--- src/rtl/sar_pkg.sv ---
// Shared types for the differential SAR controller.
package sar_pkg;
    // Converter phase: sampling, switch-open setup, bit trials
    typedef enum logic [1:0] {
        PH_ACQ   = 2'd0,
        PH_OPEN  = 2'd1,
        PH_TRIAL = 2'd2
    } sar_phase_e;
endpackage

--- src/rtl/sar_fall_detect.sv ---
// Detects a high-to-low transition of the convert request.
// Assumes conv_n is already synchronous to clk.
module sar_fall_detect (
    input  logic clk,
    input  logic rst_n,
    input  logic conv_n,
    output logic fall
);
    logic prev_q;

    // Remember the last sampled level; reset to high so that no false edge appears
    always_ff @(posedge clk) begin
        if (!rst_n) prev_q <= 1'b1;
        else        prev_q <= conv_n;
    end

    assign fall = prev_q & ~conv_n;
endmodule

--- src/rtl/sar_sequencer.sv ---
// Phase state machine and bit-trial counter.
// Assumes the start pulse lasts one cycle; it is ignored outside acquisition.
module sar_sequencer
    import sar_pkg::*;
#(
    parameter int WIDTH = 16,
    localparam int IDX_W = $clog2(WIDTH)
) (
    input  logic             clk,
    input  logic             rst_n,
    input  logic             start,
    output sar_phase_e       phase,
    output logic [IDX_W-1:0] bit_idx,
    output logic             last_trial
);
    localparam logic [IDX_W-1:0] TOP_IDX = IDX_W'(WIDTH - 1);

    sar_phase_e       phase_q;
    logic [IDX_W-1:0] idx_q;

    // Advance the phase and step the trial index from MSB down to LSB
    always_ff @(posedge clk) begin
        if (!rst_n) begin
            phase_q <= PH_ACQ;
            idx_q   <= '0;
        end else begin
            unique case (phase_q)
                PH_ACQ:   if (start) phase_q <= PH_OPEN;
                PH_OPEN: begin
                    phase_q <= PH_TRIAL;
                    idx_q   <= TOP_IDX;
                end
                PH_TRIAL: begin
                    if (idx_q == '0) phase_q <= PH_ACQ;
                    else             idx_q   <= idx_q - 1'b1;
                end
                default:  phase_q <= PH_ACQ;
            endcase
        end
    end

    assign phase      = phase_q;
    assign bit_idx    = idx_q;
    assign last_trial = (phase_q == PH_TRIAL) && (idx_q == '0);
endmodule

--- src/rtl/sar_approx_reg.sv ---
// Successive-approximation register: sets the trial bit tentatively and keeps
// or clears it from the comparator. Assumes cmp_in is valid within the trial cycle.
module sar_approx_reg
    import sar_pkg::*;
#(
    parameter int WIDTH = 16,
    localparam int IDX_W = $clog2(WIDTH)
) (
    input  logic             clk,
    input  logic             rst_n,
    input  sar_phase_e       phase,
    input  logic [IDX_W-1:0] bit_idx,
    input  logic             cmp_in,
    output logic [WIDTH-1:0] trial_vec,
    output logic [WIDTH-1:0] final_code
);
    logic [WIDTH-1:0] code_q;
    logic [WIDTH-1:0] onehot;

    assign onehot = {{(WIDTH-1){1'b0}}, 1'b1} << bit_idx;

    // Clear at setup; record the decision for the bit under trial
    always_ff @(posedge clk) begin
        if (!rst_n)                  code_q <= '0;
        else if (phase == PH_OPEN)   code_q <= '0;
        else if (phase == PH_TRIAL)  code_q[bit_idx] <= ~cmp_in;
    end

    // Present the decided bits plus the tentative one during trials
    always_comb begin
        if (phase == PH_TRIAL) trial_vec = code_q | onehot;
        else                   trial_vec = '0;
    end

    // Code including the decision being made this cycle
    always_comb begin
        final_code = code_q;
        final_code[bit_idx] = ~cmp_in;
    end
endmodule

--- src/rtl/sar_out_stage.sv ---
// Drives the sampling and array switches and stores the formatted result.
// Assumes load is high for exactly one cycle per conversion.
module sar_out_stage
    import sar_pkg::*;
#(
    parameter int WIDTH = 16
) (
    input  logic             clk,
    input  logic             rst_n,
    input  sar_phase_e       phase,
    input  logic             load,
    input  logic [WIDTH-1:0] trial_vec,
    input  logic [WIDTH-1:0] final_code,
    output logic             samp_close,
    output logic             in_connect,
    output logic [WIDTH-1:0] arr_p,
    output logic [WIDTH-1:0] arr_n,
    output logic [WIDTH-1:0] result
);
    logic [WIDTH-1:0] result_q;

    // Turn offset binary into two's complement by inverting the MSB
    always_ff @(posedge clk) begin
        if (!rst_n)    result_q <= '0;
        else if (load) result_q <= {~final_code[WIDTH-1], final_code[WIDTH-2:0]};
    end

    // Switch drive: sample while idle, open the comparator side first, then trial
    always_comb begin
        samp_close = (phase == PH_ACQ);
        in_connect = (phase != PH_TRIAL);
        arr_p      = trial_vec;
        arr_n      = (phase == PH_TRIAL) ? ~trial_vec : '0;
    end

    assign result = result_q;
endmodule

--- src/rtl/sar_diff_ctrl.sv ---
// Top of the differential SAR conversion controller.
// Assumes conv_n and cmp_in are synchronous to clk.
module sar_diff_ctrl
    import sar_pkg::*;
#(
    parameter int WIDTH = 16,
    localparam int IDX_W = $clog2(WIDTH)
) (
    input  logic             clk,
    input  logic             rst_n,
    input  logic             conv_n,
    input  logic             cmp_in,
    output logic             samp_close,
    output logic             in_connect,
    output logic [WIDTH-1:0] arr_p,
    output logic [WIDTH-1:0] arr_n,
    output logic             busy,
    output logic [WIDTH-1:0] result
);
    logic             fall;
    sar_phase_e       phase;
    logic [IDX_W-1:0] bit_idx;
    logic             last_trial;
    logic [WIDTH-1:0] trial_vec;
    logic [WIDTH-1:0] final_code;

    sar_fall_detect u_fall (
        .clk(clk), .rst_n(rst_n), .conv_n(conv_n), .fall(fall)
    );

    sar_sequencer #(.WIDTH(WIDTH)) u_seq (
        .clk(clk), .rst_n(rst_n), .start(fall),
        .phase(phase), .bit_idx(bit_idx), .last_trial(last_trial)
    );

    sar_approx_reg #(.WIDTH(WIDTH)) u_sar (
        .clk(clk), .rst_n(rst_n), .phase(phase), .bit_idx(bit_idx),
        .cmp_in(cmp_in), .trial_vec(trial_vec), .final_code(final_code)
    );

    sar_out_stage #(.WIDTH(WIDTH)) u_out (
        .clk(clk), .rst_n(rst_n), .phase(phase), .load(last_trial),
        .trial_vec(trial_vec), .final_code(final_code),
        .samp_close(samp_close), .in_connect(in_connect),
        .arr_p(arr_p), .arr_n(arr_n), .result(result)
    );

    assign busy = (phase != PH_ACQ);
endmodule

--- config.mk ---
export PLATFORM = sky130hd
export DESIGN_NAME = sar_diff_ctrl
export DESIGN_NICKNAME = d
export VERILOG_FILES = /design/src/rtl/sar_pkg.sv /design/src/rtl/sar_fall_detect.sv /design/src/rtl/sar_sequencer.sv /design/src/rtl/sar_approx_reg.sv /design/src/rtl/sar_out_stage.sv /design/src/rtl/sar_diff_ctrl.sv
export SDC_FILE = /design/constraint.sdc
export NUM_CORES = 1
export LEC_CHECK = 0
export BUFFER_PORTS_ARGS = -buffer_cell sky130_fd_sc_hd__buf_2
export CAP_MARGIN = 20
export CORE_MARGIN = 4
export CORE_UTILIZATION = 33
export CTS_CLUSTER_DIAMETER = 100
export DETAILED_ROUTE_END_ITERATION = 7
export PLACE_DENSITY = 0.57
export SLEW_MARGIN = 25
export SYNTH_ARGS = -nofsm -noshare
export SYNTH_HDL_FRONTEND = slang
export SYNTH_SLANG_ARGS = --single-unit
--- constraint.sdc ---
create_clock -name clk -period 1.8 [get_ports clk]
set_clock_uncertainty 0.1 [all_clocks]
set_input_delay 0.18 -clock clk [delete_from_list [all_inputs] [get_ports clk]]
set_output_delay 0.18 -clock clk [all_outputs]
set_load 0.02 [all_outputs]
# --- Word-level counts from Yosys, hierarchy flattened ---
# Index checks and enable logic that the tools add are counted.
totals:
  register_bits: 39
  input_bits: 4
  output_inout_bits: 51
  word_cells: 41
classes:
  n_addsub: 1
  magnitude_cmp: 2
  eq_ne: 6
  shifts: 1
  muxes: 10
  bitwise: 7
  n_reduce_logical: 9
op_table:
  columns: ["cell", "n"]
  rows:
  - ["two-way mux 16 bit", 2]
  - ["bitwise mux 16 bit", 1]
  - ["inverter 16 bit", 1]
  - ["bitwise OR 16 bit", 1]
  - ["left shift 1 x 4 -> 16 bit, first input constant", 1]
  - ["one-hot mux 4 bit (2 select lines)", 1]
  - ["inequality test 2 bit, second input constant", 3]
  - ["one-hot mux 2 bit (3 select lines)", 1]
  - ["less-than comparator 4 x 5 -> 1 bit, second input constant", 1]
  - ["demux 1 bit (select 4 bit)", 1]
  - [">= comparator 4 x 1 -> 1 bit, second input constant", 1]
  - ["zero test 4 bit", 1]
  - ["two-way mux 2 bit", 2]
  - ["two-way mux 4 bit", 1]
  - ["inverter 1 bit", 4]
  - ["AND reduction 2 bit", 2]
  - ["nonzero test 2 bit", 2]
  - ["subtractor 4 x 1 -> 4 bit, second input constant", 1]
  - ["equality test 2 x 1 -> 1 bit, second input constant", 1]
  - ["equality test 2 bit, second input constant", 1]
  - ["logical AND 1 bit", 2]
  - ["zero test 2 bit", 1]
  - ["inequality test 2 x 1 -> 1 bit, second input constant", 1]
  - ["OR reduction 2 bit", 1]
  - ["2 further kinds", 2]

# --- Longest topological paths before layout ---
logic_depth:
  word_depth: 6
  depth_mapped: 7

# --- Cells and area by module ---
# From an unflattened synthesis, not the netlist that was laid out.
unflattened:
  cells_unflattened: 262
  hier_area_um2: 2298.5
modules_own_cells:
  columns: ["mod", "instances", "cells_each", "area_each_um2", "seq_area_each_um2"]
  rows:
  - ["sar_approx_reg", 1, 129, 1098.6, 320.3]
  - ["sar_out_stage", 1, 87, 819.5, 320.3]
  - ["sar_sequencer", 1, 42, 341.6, 120.1]
  - ["sar_fall_detect", 1, 3, 32.5, 20.0]
  - ["sar_diff_ctrl", 1, 1, 6.3, 0.0]

# --- Worst setup path before layout ---
# No wires, ideal clock.
synth_path:
  path_type: "register -> register"
  startpoint: "reg u_seq.idx_q[0] (netlist: u_seq.bit_idx[0])"
  endpoint: "reg u_out.result_q[5] (netlist: u_out.result[5])"
  setup_time_ps: 125
  t_arrival_ps: 1523
  required_time_ps: 1575
  setup_slack_ps: 52
  path_stages_with_launch: 8
  path_buffers: 2
  cell_sequence: "dfxtp_1 > inv_1 > ha_1 > or3b_1 > buf_6 > nor2_8 > buf_12 > o22ai_2"
synth_between:
  elab_chain_cells: 5
  word_cells_on_any_way: 8
  cone_classes: "order compare: 2; mux: 3; reduce/logical: 3"
synth_rtl:
  columns: ["item", "line_no", "source"]
  rows:
  - ["from (decl)", "sar_sequencer.sv:19", "logic [IDX_W-1:0] idx_q;"]
  - ["from (signal assigned)", "sar_sequencer.sv:35", "else idx_q <= idx_q - 1'b1;"]
  - ["less-than comparator 4 x 5 -> 1 bit (not written as such) / >= comparator 4 x 1 -> 1 bit (equally long branches)", "sar_approx_reg.sv:38", "final_code[bit_idx] = ~cmp_in;"]
  - ["logical AND 1 bit (not written as such)", "sar_approx_reg.sv:38", null]
  - ["two-way mux 1 bit (not written as such)", "sar_approx_reg.sv:38", null]
  - ["demux 1 bit (select 4 bit)", null, null]
  - ["bitwise mux 16 bit", "sar_approx_reg.sv:38", null]
  - ["to (signal assigned)", "sar_out_stage.sv:25", "else if (load) result_q <= {~final_code[WIDTH-1], final_code[WIDTH-2:0]};"]
  - ["to (decl)", "sar_out_stage.sv:20", "logic [WIDTH-1:0] result_q;"]
# Parallel ways exist; a longest one is shown, timed or not.
# A chain may end at the register's enable or synchronous reset.

# --- Worst setup path after layout ---
layout_path:
  startpoint: "reg u_seq.idx_q[1] (netlist: u_seq.bit_idx[1])"
  endpoint: "out arr_p[0]"
layout_between:
  elab_chain_cells: 3
layout_rtl:
  columns: ["item", "line_no", "source"]
  rows:
  - ["left shift 1 x 4 -> 16 bit", "sar_approx_reg.sv:20", "assign onehot = {{(WIDTH-1){1'b0}}, 1'b1} << bit_idx;"]
  - ["bitwise OR 16 bit", "sar_approx_reg.sv:31", "if (phase == PH_TRIAL) trial_vec = code_q | onehot;"]
  - ["two-way mux 16 bit", "sar_approx_reg.sv:31", null]
  - ["to (decl)", "sar_diff_ctrl.sv:15", "output logic [WIDTH-1:0] arr_p,"]
# Every way passes these cells.

==> flow_summary.toml <==
[finish]
final_cell_mix = "buf_2, buf_4, dfxtp_1"
fillCellCount = 575
fin_cells = 382
antenna_cells = 0
layout.nets = 315
syn2layout_area_growth_pct = 42.9
multi_input_area_um2 = 1330
fin_util = 0.495
stdcell_area_um2 = 3000
drive_above_1_share = 0.479
layout_commonest_cell = "buf_2"
ff_latch_area_um2 = 793

[global_routing]
grt_usage = 0.165
grt_max_degree = 23
grt_pass1_wl_um = 9920
antenna_found_initial = 0
grt_overflow_total = 0
grt_pass1_vias = 1952

[synth]
ys_seq_elements = 39
yosysSeqAreaShare = 0.372
synth_area_leader_cell = "dfxtp_1"
synth_area_leaders = "dfxtp_1, o22ai_2, o2bb2ai_1"
ys_types = 40
synth_warnings = 0
syn-num-nets = 233
netlist_area_um2 = 2100
synth_area_per_cell_um2 = 9.37
netlist_instances = 224
synth_edf_count = 0
synthArstFlopShare = 0
ys.flop_type = "dfxtp_1"
synth_top_cell_area_share = 0.372

[critical_path]
arrival_ps = 1510
reg2reg_depth = 6
reg2reg_from = "u_seq.bit_idx[1]$_SDFFE_PN0P_"
worst_setup_path_start_kind = "flop"
cp_max_fo = 5
cp-end-kind = "output port"
r2r_slack_ps = 130
rr_endpoint = "u_out.result[15]$_SDFFE_PN0P_"
critPathRequiredTime_ps = 1520
path_class = "reg2out"

[power_and_ir_drop]
clkPwrFrac = 0.294
seqPwrFrac = 0.449
p_sw_frac = 0.313
leakagePower_nw = 1.28
p_int_mw = 1.39
irDropWorstVdd_mv = 0.411
combPwrFrac = 0.257
switchingPower_uw = 634
cellPowerDensity_nw_per_um2 = 675

[timing]
fin_hold_ws_ps = 1.01
slew_headroom = 0.654
finalWorstPathRequiredPeriod_ps = 1790
maxSlewViolCount = 0
max_freq_ghz = 0.558
rsz0062_at_grt = "true"
finalSetupTns_ps = 0
hold_viol = 0
finalSetupViolations = 0
worstMarginPinSlew_ps = 518
finalCritPeriodShare = 0.996

[cts]
cts_tree = "done"
worstSkewPairLatency_ps = 300
clk_pin_slew_ps = 80
numCtsBuffers = 5
cts_hold_buf = 0
root_buffer = "clkbuf_8"
clock_sinks = 39
cts_max_path_buffers = 2
htreeDepth = 2

[drt]
drtIter0Drc = 77
wire_per_inst_um = 15.7
routed_wl_um = 5980
viasPerCell = 5.12
vias = 1957
dr.pass1.iters = 4
ant_nets = 0
drc = 0

[place]
postPlaceCellArea_um2 = 2510
hpwl_um = 4040
io_buffers = 54
gp_congestion = 0.817
dp.cells = 360

[min_path]
worstHoldStart = "conv_n"
hold_path_end = "u_fall.prev_q$_SDFF_PN1_"
hp-class = "in2reg"
hold_path_depth = 2

[floorplanning]
die_x_um = 87.7
die-height_um = 87.7
coreArea_um2 = 6060
rows = 28
pin_count = 55
die_area_um2 = 7700
start_util = 0.346

[flow_run]
timing.max_cap.violations = 0

[status]
status = "finished clean"
[worst max path at each step]
| stage | slack, ps | cells past startpoint | to | startpoint |
|---|---|---|---|---|
| 3_5_place_dp | 40 | 4 | u_sar.code_q[15]$_SDFFE_PP0P_ | u_seq.bit_idx[2]$_SDFFE_PN0P_ |
| 6_report | 8 | 7 | arr_p[0] | u_seq.bit_idx[1]$_SDFFE_PN0P_ |
| 4_1_cts | -4 | 6 | arr_n[8] | u_seq.bit_idx[0]$_SDFFE_PN0P_ |
| 5_1_grt | -100 | 6 | arr_p[3] | u_seq.bit_idx[0]$_SDFFE_PN0P_ |
| 3_3_place_gp | 50 | 4 | u_sar.code_q[15]$_SDFFE_PP0P_ | u_seq.bit_idx[2]$_SDFFE_PN0P_ |
| 2_1_floorplan | 50 | 7 | u_out.result[5]$_SDFFE_PN0P_ | u_seq.bit_idx[0]$_SDFFE_PN0P_ |
[sequential cells by signal, indices dropped and copies added (netlist names)]
register	flops
u_seq.bit_idx	4
u_fall.prev_q	1
u_out.result	16
u_seq.phase	2
u_sar.code_q	16
[layout make-up]
cell class              count  area share
clock buffers               6      0.0242
flip-flops and latches     39       0.265
clock inverters             2     0.00417
multi-input cells         158       0.444
inverters                  10      0.0159
repair buffers             92       0.215
well taps                  75      0.0313
[per-layer routing]
| layer | vias up | routed length (um) | global-route usage |
|---|---|---|---|
| li1 | 966 | - | - |
| met1 | 951 | 2690 | 0.209 |
| met2 | 35 | 3010 | 0.282 |
| met3 | 5 | 235 | 0.0339 |
| met4 | 0 | 55 | 0.0446 |
| met5 | - | 0 | 0 |
[cell usage after synthesis, types with 2 or more instances]
library cell / number
ha_1: 5
o2bb2ai_1: 14
nand2b_1: 3
clkbuf_8: 3
buf_6: 4
inv_1: 9
a21oi_1: 12
and3_1: 5
clkbuf_1: 4
nand3b_1: 8
o21ai_0: 2
o21a_1: 2
nor2_1: 20
dfxtp_1: 39
nand3_1: 2
nand2_1: 16
buf_2: 5
and2_1: 11
nor3b_2: 4
o22ai_1: 3
nor3_1: 7
o22ai_2: 10
mux2i_1: 11
a31oi_1: 7
a32o_1: 2
nor2b_1: 2
[power groups by stage]
stage	Clock, mW	Sequential [mW]	Combinational (mW)
4_1_cts	0.598	0.912	0.456
3_3_place_gp	0	0.926	0.384
3_5_place_dp	0	0.926	0.388
2_1_floorplan	0	0.919	0.272
6_report	0.596	0.908	0.520
5_1_grt	0.651	0.911	0.559
[metrics by stage]
stage | power [mW] | worst slack (ps)
after floorplan | 1.19 | 51.9
after global placement | 1.31 | 48.0
after detailed placement | 1.31 | 43.8
after CTS | 1.97 | -4.34
after global routing | 2.12 | -95.3
final | 2.02 | 7.94
[critical path, stage by stage, from the launching register on]
cell	delay, ps
dfxtp_4	360
inv_4	70
ha_4	150
nor3b_4	220
buf_6	150
nor2_2	30
nor2_1	80
buf_4	150
[logic make-up after synthesis]
logic type	count (synthesis)	share of synthesized area
AOI/OAI and AO/OA	59	0.225
muxes	11	0.0525
DFF	39	0.372
buffers and inverters	27	0.0900
and+or+nand+nor	83	0.230
adders and majority gates	5	0.0298
[repair_timing]
| item | in CTS | in global routing |
|---|---|---|
| setup buffers | 3 | 11 |
| endpoints found under the setup margin | 32 | 25 |
| resized for setup | 42 | 33 |
| pin swaps | 0 | 9 |
| hold endpoints to repair | 0 | 0 |
No activity file was read; power rests on OpenSTA's default activity.
